==> src/rtl/phy_linkup_pkg.sv <==
package phy_linkup_pkg;
  localparam int PHY_ADDR_W = 5;
  localparam int REG_ADDR_W = 5;
  localparam int MGMT_DATA_W = 16;

  localparam logic [REG_ADDR_W-1:0]  REG_CTRL = 5'd0;
  localparam logic [REG_ADDR_W-1:0]  REG_STAT = 5'd1;
  localparam int                     CTRL_RESET_BIT = 15;
  localparam int                     STAT_LINK_BIT  = 2;
  localparam logic [MGMT_DATA_W-1:0] CTRL_SOFT_RESET = 16'h8000;
  localparam logic [MGMT_DATA_W-1:0] CTRL_ANEG_GO    = 16'h1300;

  typedef enum logic [3:0] {
    ST_IDLE, ST_HWRST, ST_SCAN, ST_LINK0, ST_SRST_WR,
    ST_SRST_POLL, ST_ANEG_WR, ST_LINK_POLL, ST_LINK_WAIT
  } seq_state_t;
endpackage

==> src/rtl/phy_tick_gen.sv <==
module phy_tick_gen #(
  parameter int TICKS_PER_MS = 250000
) (
  input  logic clk,
  input  logic rst,
  input  logic restart,
  output logic tick
);
  localparam int PW = (TICKS_PER_MS > 1) ? $clog2(TICKS_PER_MS) : 1;
  localparam logic [PW-1:0] LAST = PW'(TICKS_PER_MS - 1);

  logic [PW-1:0] pcnt;

  always_ff @(posedge clk) begin
    if (rst || restart) pcnt <= '0;
    else if (pcnt == LAST) pcnt <= '0;
    else pcnt <= pcnt + 1'b1;
  end

  assign tick = (pcnt == LAST);
endmodule

==> src/rtl/phy_ms_timer.sv <==
module phy_ms_timer #(
  parameter int CNT_W = 8
) (
  input  logic             clk,
  input  logic             rst,
  input  logic             load,
  input  logic [CNT_W-1:0] load_val,
  input  logic             tick,
  output logic             expired
);
  logic [CNT_W-1:0] remain;

  always_ff @(posedge clk) begin
    if (rst) remain <= '0;
    else if (load) remain <= load_val;
    else if (tick && remain != '0) remain <= remain - 1'b1;
  end

  assign expired = (remain == '0);
endmodule

==> src/rtl/phy_linkup_seq.sv <==
module phy_linkup_seq
  import phy_linkup_pkg::*;
#(
  parameter int TICKS_PER_MS = 250000,
  parameter int RESET_MS     = 15,
  parameter int SOFT_POLLS   = 10,
  parameter int LINK_POLLS   = 5000,
  parameter int LINK_WAIT_MS = 10
) (
  input  logic        clk,
  input  logic        rst,
  input  logic        start,
  output logic        phy_rst_n,
  output logic        req_valid,
  output logic        req_write,
  output logic [4:0]  req_addr,
  output logic [4:0]  req_reg,
  output logic [15:0] req_wdata,
  input  logic        req_done,
  input  logic [15:0] req_rdata,
  output logic        busy,
  output logic [4:0]  found_addr,
  output logic        ok,
  output logic        err_absent,
  output logic        err_softrst,
  output logic        warn_timeout
);
  localparam int MS_MAX = (RESET_MS > LINK_WAIT_MS) ? RESET_MS : LINK_WAIT_MS;
  localparam int TMR_W  = $clog2(MS_MAX + 1);
  localparam int PL_MAX = (SOFT_POLLS > LINK_POLLS) ? SOFT_POLLS : LINK_POLLS;
  localparam int PC_W   = $clog2(PL_MAX + 1);
  localparam logic [PHY_ADDR_W-1:0] LAST_ADDR = '1;
  localparam logic [PC_W-1:0] SOFT_LAST = PC_W'(SOFT_POLLS - 1);
  localparam logic [PC_W-1:0] LINK_LAST = PC_W'(LINK_POLLS - 1);

  seq_state_t             state;
  logic [PHY_ADDR_W-1:0]  scan_addr;
  logic [PC_W-1:0]        poll_cnt;
  logic                   tmr_load, tmr_expired, ms_tick;
  logic [TMR_W-1:0]       tmr_val;
  logic                   rsp;

  assign rsp = req_valid && req_done;

  // Load the millisecond timer when entering the reset pulse or a link-poll wait
  assign tmr_load = (state == ST_IDLE && start) ||
                    (state == ST_LINK_POLL && rsp && !req_rdata[STAT_LINK_BIT] &&
                     poll_cnt != LINK_LAST);
  assign tmr_val  = (state == ST_IDLE) ? TMR_W'(RESET_MS) : TMR_W'(LINK_WAIT_MS);

  phy_tick_gen #(.TICKS_PER_MS(TICKS_PER_MS)) u_tick (
    .clk(clk), .rst(rst), .restart(tmr_load), .tick(ms_tick)
  );

  phy_ms_timer #(.CNT_W(TMR_W)) u_timer (
    .clk(clk), .rst(rst), .load(tmr_load), .load_val(tmr_val),
    .tick(ms_tick), .expired(tmr_expired)
  );

  always_ff @(posedge clk) begin
    if (rst) begin
      state        <= ST_IDLE;
      phy_rst_n    <= 1'b1;
      req_valid    <= 1'b0;
      req_write    <= 1'b0;
      req_addr     <= '0;
      req_reg      <= '0;
      req_wdata    <= '0;
      busy         <= 1'b0;
      found_addr   <= '0;
      ok           <= 1'b0;
      err_absent   <= 1'b0;
      err_softrst  <= 1'b0;
      warn_timeout <= 1'b0;
      scan_addr    <= '0;
      poll_cnt     <= '0;
    end else begin
      case (state)
        ST_IDLE: if (start) begin
          busy         <= 1'b1;
          ok           <= 1'b0;
          err_absent   <= 1'b0;
          err_softrst  <= 1'b0;
          warn_timeout <= 1'b0;
          found_addr   <= '0;
          phy_rst_n    <= 1'b0;
          state        <= ST_HWRST;
        end
        ST_HWRST: if (tmr_expired) begin
          phy_rst_n <= 1'b1;
          scan_addr <= '0;
          state     <= ST_SCAN;
        end
        ST_SCAN: begin
          if (!req_valid) begin
            req_valid <= 1'b1; req_write <= 1'b0;
            req_addr  <= scan_addr; req_reg <= REG_CTRL; req_wdata <= '0;
          end else if (req_done) begin
            req_valid <= 1'b0;
            if (!req_rdata[CTRL_RESET_BIT]) begin
              found_addr <= scan_addr;
              state      <= ST_LINK0;
            end else if (scan_addr == LAST_ADDR) begin
              err_absent <= 1'b1; busy <= 1'b0; state <= ST_IDLE;
            end else begin
              scan_addr <= scan_addr + 1'b1;
            end
          end
        end
        ST_LINK0: begin
          if (!req_valid) begin
            req_valid <= 1'b1; req_write <= 1'b0;
            req_addr  <= found_addr; req_reg <= REG_STAT; req_wdata <= '0;
          end else if (req_done) begin
            req_valid <= 1'b0;
            if (req_rdata[STAT_LINK_BIT]) begin
              ok <= 1'b1; busy <= 1'b0; state <= ST_IDLE;
            end else begin
              state <= ST_SRST_WR;
            end
          end
        end
        ST_SRST_WR: begin
          if (!req_valid) begin
            req_valid <= 1'b1; req_write <= 1'b1;
            req_addr  <= found_addr; req_reg <= REG_CTRL; req_wdata <= CTRL_SOFT_RESET;
          end else if (req_done) begin
            req_valid <= 1'b0;
            poll_cnt  <= '0;
            state     <= ST_SRST_POLL;
          end
        end
        ST_SRST_POLL: begin
          if (!req_valid) begin
            req_valid <= 1'b1; req_write <= 1'b0;
            req_addr  <= found_addr; req_reg <= REG_CTRL; req_wdata <= '0;
          end else if (req_done) begin
            req_valid <= 1'b0;
            if (!req_rdata[CTRL_RESET_BIT]) begin
              state <= ST_ANEG_WR;
            end else if (poll_cnt == SOFT_LAST) begin
              err_softrst <= 1'b1; busy <= 1'b0; state <= ST_IDLE;
            end else begin
              poll_cnt <= poll_cnt + 1'b1;
            end
          end
        end
        ST_ANEG_WR: begin
          if (!req_valid) begin
            req_valid <= 1'b1; req_write <= 1'b1;
            req_addr  <= found_addr; req_reg <= REG_CTRL; req_wdata <= CTRL_ANEG_GO;
          end else if (req_done) begin
            req_valid <= 1'b0;
            poll_cnt  <= '0;
            state     <= ST_LINK_POLL;
          end
        end
        ST_LINK_POLL: begin
          if (!req_valid) begin
            req_valid <= 1'b1; req_write <= 1'b0;
            req_addr  <= found_addr; req_reg <= REG_STAT; req_wdata <= '0;
          end else if (req_done) begin
            req_valid <= 1'b0;
            if (req_rdata[STAT_LINK_BIT]) begin
              ok <= 1'b1; busy <= 1'b0; state <= ST_IDLE;
            end else if (poll_cnt == LINK_LAST) begin
              ok <= 1'b1; warn_timeout <= 1'b1; busy <= 1'b0; state <= ST_IDLE;
            end else begin
              poll_cnt <= poll_cnt + 1'b1;
              state    <= ST_LINK_WAIT;
            end
          end
        end
        ST_LINK_WAIT: if (tmr_expired) state <= ST_LINK_POLL;
        default: state <= ST_IDLE;
      endcase
    end
  end
endmodule

==> config.mk <==
export PLATFORM = sky130hd
export DESIGN_NAME = phy_linkup_seq
export DESIGN_NICKNAME = d
export VERILOG_FILES = /design/src/rtl/phy_linkup_pkg.sv /design/src/rtl/phy_tick_gen.sv /design/src/rtl/phy_ms_timer.sv /design/src/rtl/phy_linkup_seq.sv
export SDC_FILE = /design/constraint.sdc
export NUM_CORES = 1
export LEC_CHECK = 0
export ABC_AREA = 1
export BUFFER_PORTS_ARGS = -buffer_cell sky130_fd_sc_hd__buf_4
export CELL_PAD_IN_SITES_DETAIL_PLACEMENT = 0
export CELL_PAD_IN_SITES_GLOBAL_PLACEMENT = 1
export CORE_MARGIN = 2
export CORE_UTILIZATION = 41
export CTS_CLUSTER_DIAMETER = 60
export DETAILED_ROUTE_END_ITERATION = 7
export PLACE_DENSITY = 0.83
export SLEW_MARGIN = 30
export SYNTH_ARGS = -nofsm -noshare
export SYNTH_HDL_FRONTEND = slang
export SYNTH_SLANG_ARGS = --single-unit
export TNS_END_PERCENT = 1
==> constraint.sdc <==
create_clock -name clk -period 5 [get_ports clk]
set_input_delay 1 -clock clk [delete_from_list [all_inputs] [get_ports clk]]
set_output_delay 1 -clock clk [all_outputs]
set_load 0.01 [all_outputs]
## Yosys cells after proc, flatten, opt, wreduce, memory -nomap -nowiden

Cells that the tools add are included.

- Flip-flop bits (word level): 83
- Bits of input ports: 20

- Muxes and demuxes: 105
- Equality and inequality tests: 52
- Add/sub/neg operators: 4
- Reduce and logical (&&, ||, !) cells: 46

Operators by type and width:

| kind | number |
|---|---|
| 2-to-1 mux 13 bit | 10 |
| 2-to-1 mux 4 bit | 23 |
| inequality test 2 bit (second input constant) | 33 |
| 2-to-1 mux 5 bit | 13 |
| 2-to-1 mux 16 bit | 3 |
| one-hot mux 16 bit (3 select lines) | 1 |
| 2-to-1 mux 1 bit | 40 |
| one-hot mux 5 bit (2 select lines) | 4 |
| one-hot mux 13 bit (3 select lines) | 1 |
| one-hot mux 4 bit (9 select lines) | 1 |
| AND reduction 6 bit | 4 |
| adder 18 x 1 -> 18 bit (second input constant) | 1 |
| == test 18 bit (second input constant) | 1 |
| nonzero test 2 bit | 9 |
| AND reduction 17 bit | 1 |
| == test 4 x 3 -> 1 bit (second input constant) | 4 |
| AND reduction 16 bit | 1 |
| adder 13 x 1 -> 13 bit (second input constant) | 1 |
| == test 13 bit (second input constant) | 1 |
| == test 13 x 4 -> 1 bit (second input constant) | 1 |
| inequality test 13 bit (second input constant) | 1 |
| AND reduction 3 bit | 4 |
| AND reduction 11 bit | 1 |
| one-hot mux 1 bit (2 select lines) | 5 |
| 26 further kinds | 43 |

## Longest topological paths before layout

- Word-level depth: 7
- Depth in mapped cells: 11

## Hierarchy

From an unflattened synthesis, not the netlist that was laid out.

- Cells, all modules: 643
- Area, all modules: 4122.7 µm²

Modules (own cells, without submodules):

| module | area each (µm²) | seq. area each (µm²) | cells an instance | instances |
|---|---|---|---|---|
| phy_linkup_seq | 2887.8 | 860.8 | 455 | 1 |
| phy_tick_gen | 960.9 | 360.3 | 147 | 1 |
| phy_ms_timer | 274.0 | 80.1 | 41 | 1 |

## Least setup slack after synthesis

No wires, ideal clock.

- Path type: input port to flip-flop
- Start point: input req_done
- End point: register poll_cnt[6]
- Data arrival time: 1845 ps
- Library setup time: 132 ps
- Setup slack: 3023 ps
- Cell stages on the path: 8
- Cells stage by stage: nand2_1 nand3_1 nand3b_4 nor2_4 nand2_2 buf_4 nand2_1 a21oi_1

- Longest elaborated chain between the ends: 2

RTL lines:

| item | line | source |
|---|---|---|
| start, declared | phy_linkup_seq.sv:19 | `input logic req_done,` |
| inequality test 2 x 1 -> 1 bit (no line) or inequality test 2 bit (tied branches) | -- |  |
| AND reduction 11 bit (no line) (*) | -- |  |
| end signal, assigned | phy_linkup_seq.sv:144 | `poll_cnt <= poll_cnt + 1'b1;` |
| end signal, assigned | phy_linkup_seq.sv:169 | `poll_cnt <= poll_cnt + 1'b1;` |
| end, declared | phy_linkup_seq.sv:38 | `logic [PC_W-1:0] poll_cnt;` |

Mark *: on every way between the ends. The rest lies on a longest branch, timed or not.
A chain may end at the register's enable or synchronous reset.

## Worst setup path after layout

- Start point: register state[1]
- End point: register req_write

- Longest elaborated chain between the ends: 4

RTL lines:

| item | line | source |
|---|---|---|
| start, declared | phy_linkup_seq.sv:36 | `seq_state_t state;` |
| start signal, assigned | phy_linkup_seq.sv:62 | `state <= ST_IDLE;` |
| start signal, assigned | phy_linkup_seq.sv:87 | `state <= ST_HWRST;` |
| start signal, assigned | phy_linkup_seq.sv:92 | `state <= ST_SCAN;` |
| == test 4 x 3 -> 1 bit or == test 4 x 2 -> 1 bit (tied branches) | phy_linkup_seq.sv:78 | `case (state)` |
| OR reduction 4 bit (no line) or OR reduction 2 bit (tied branches) | -- |  |
| inequality test 2 bit (no line) or nonzero test 2 bit (tied branches) | -- |  |
| AND reduction 3 bit (no line) | -- |  |
| end signal, assigned | phy_linkup_seq.sv:65 | `req_write <= 1'b0;` |
| end signal, assigned | phy_linkup_seq.sv:96 | `req_valid <= 1'b1; req_write <= 1'b0;` |
| end signal, assigned | phy_linkup_seq.sv:112 | `req_valid <= 1'b1; req_write <= 1'b0;` |
| end, declared | phy_linkup_seq.sv:15 | `output logic req_write,` |

Parallel ways exist; a longest one is shown, timed or not.

==> metrics.txt <==
I/O pin cnt=59; Tot Pwr=0.00196 W; DRT Wirelength=9.10 mm; RR Startpoint=state[1]; Max Cap Viol=0; CTS H-tree depth=3; CTS Sinks=65; Slowest-stage cell, CP=dfxtp_1; Reg area=0.00130 sq mm; Residual DRC=0; Post-CTS Hold Fix Bufs=0; f_max=0.446 GHz; Arr. time, crit path=2470 ps; Finished Layout Cells=746; Vias/cell=4.94; period utilization=44.8%; multi-input logic area=0.00226 sq mm; hold_ws=455 ps; final setup vio count=0; R2R setup slack=2760 ps; DP Worst Slack=2530 ps; Seq/Total Area, Yosys=33.1%; max_slew headroom=59.3%; Iteration-0 DRC Markers=129; nets=639; # rows=35; IO Port Bufs=28; Psw=0.000861 W; Crit Path Class=reg -> reg; Routed Antenna Nets=0; final max-slew violation count=0; crit path capture=req_write; CP endpoint kind=flop; distinct cell type count after synthesis=37; largest net degree at the start of global routing=27; DR WL/cell=12.2 um; Clk Latency, worst-skew pair=350 ps; R2R Path End=req_write; gr usage total=18.7%; Vert. Die Dim=102 um; initial antenna violation count=0; leak pwr=1.81 nW; # diodes=0; ys async rst share=0%; Setup Skew=10.0 ps; synth top area cells=dfxtp_1 33%, nand2_1 13%, nand3_1 7.9%; clock buffer depth=2; Vias=3683; Setup Fix Bufs, Post-CTS=0; Final Hold Fails=0; placed cells=731; drt first pass iters=4; most common cell after layout, fill and taps aside=nand2_1; CORE AREA=0.00928 sq mm; clock tree root driver cell=clkbuf_8; Post-synth EDFFs=0; Clock power frac=20.3%; WP buf/inv=2; GPL Wtd Cong=0.943; post-synth top area share=33.1%; CTS tree=built; Synth Area per Inst=6.68 sq um; Top reg by flops=u_tick.pcnt; share of post-route cells with drive strength above 1=13.3%; Slew @ Worst Pin=610 ps; sw frac=43.9%; WHS Path Cells=2; synthesized flop and latch total=65; Worst setup SP type=flop; PnR worst setup slack=2760 ps; Reg power frac=35.9%; clk slew on worst S/H paths=80 ps; Starting Density=42.3%; HPWL Detailed=6.70 mm; Die ar.=0.0104 sq mm; setup TNS=0 ps; CP peak stage delay=560 ps; Syn Std Cell Area=0.00393 sq mm; WP data required=5230 ps; Critical Path Stages=9; total grt overflow=0; worst-path fanout max=15; fillers=1004; CTS resizes=0; leading area contributor after synthesis=dfxtp_1; crit path cell chain=nand2_2 > nor2_1 > inv_1 > nand2_2 > nor2_1 > nor2_2 > inv_1 > nand2_1 > a21oi_1; Worst Reg-to-Reg Cells=9; min-delay worst type=reg -> reg; CP Launch Point=state[1]; status=finished clean; max reg flops=18; PwrDens=454 mW/mm^2; predominant post-synthesis flop cell=dfxtp_1; warning count from the yosys run=0; Worst path top cell family by delay=simple AND/OR/NAND/NOR gates; RSZ-0062 raised after global routing=false; biggest regs=u_tick.pcnt: 18 flops, poll_cnt: 13 flops; internal power=0.00110 W; vias in the first global route=3240; CTS Buf Count=9; VDD IR max=0.000205 V; Die Span X=102 um; Syn-to-layout area delta=10.0%; Syn Inst Count=588; first-pass GRT wire length=15.3 mm; post-layout min period=2240 ps; most frequent cells in the layout=139 x nand2_1, 81 x nor2_1, 65 x dfxtp_1, 62 x nand3_1, 52 x inv_1; Comb pwr share=43.8%
[cell usage after synthesis, types with 3 or more instances]
library cell,n
nand2_1,139
nand3_1,62
nor2_1,81
nand4_1,5
nand2_2,5
o21ai_0,15
xor2_1,16
nor2_2,16
a31oi_1,5
a21oi_1,42
inv_2,5
nor2_4,4
clkbuf_1,4
inv_1,52
xnor2_1,3
nor3_1,8
nand3b_1,11
ha_1,6
dfxtp_1,65
buf_4,21
[routing by layer]
metal / part of all wire [%] / vias up / wire length [um] / track usage [%]
li1: - / 1929 / - / -
met1: 50 / 1657 / 4540 / 26.1
met4: 1.6 / 0 / 142 / 6.05
met3: 5.3 / 12 / 480 / 5.13
met5: 0 / - / 0 / 0
met2: 43 / 85 / 3940 / 28.0
[how the worst min path moves through the flow]
| stage | slack [ps] | end | from |
|---|---|---|---|
| 2_1_floorplan | 430 | u_tick.pcnt[0] | u_tick.pcnt[0] |
| 3_3_place_gp | 440 | u_tick.pcnt[0] | u_tick.pcnt[0] |
| 3_5_place_dp | 450 | warn_timeout | warn_timeout |
| 4_1_cts | 460 | warn_timeout | warn_timeout |
| 5_1_grt | 480 | u_tick.pcnt[0] | u_tick.pcnt[0] |
| 6_report | 460 | err_softrst | err_softrst |
[cell families after synthesis]
group,share of synthesized area [%]
and+or+nand+nor,40.1
buffers and inverters,10.7
AOI/OAI and AO/OA,9.85
DFF,33.1
xor gates and xnor gates,4.24
adders and majority gates,1.91
other,0.0955
[final cells by class]
class | instances | share of cell area [%]
clock buffers | 9 | 2.87
clock inverters | 6 | 1.07
inverters | 57 | 4.95
multi-input cells | 452 | 52.4
flip-flops and latches | 65 | 30.1
well taps | 129 | 3.74
repair buffers | 28 | 4.87
[stage by stage]
step	area, sq um	utilization [%]
detailed placement	4150	44.7
finish	4320	46.5
floorplan	3980	-
global placement	4150	44.7
CTS	4320	46.5
global route	4320	46.5
[power by group through the flow]
| stage | clock network, W | registers, W | logic (W) |
|---|---|---|---|
| 3_3_place_gp | 0 | 0.000713 | 0.000851 |
| 5_1_grt | 0.000431 | 0.000717 | 0.000980 |
| 3_5_place_dp | 0 | 0.000714 | 0.000859 |
| 4_1_cts | 0.000413 | 0.000704 | 0.000861 |
| 6_report | 0.000398 | 0.000704 | 0.000860 |
| 2_1_floorplan | 0 | 0.000718 | 0.000628 |
[worst reg2reg max path, cell delays in order (launching register included)]
cell and delay (ps):
dfxtp_1 560, nand2_2 170, nor2_1 220, inv_1 100, nand2_2 170, nor2_1 100
nor2_2 480, inv_1 180, nand2_1 100, a21oi_1 60
No activity file was read; power rests on OpenSTA's default activity.
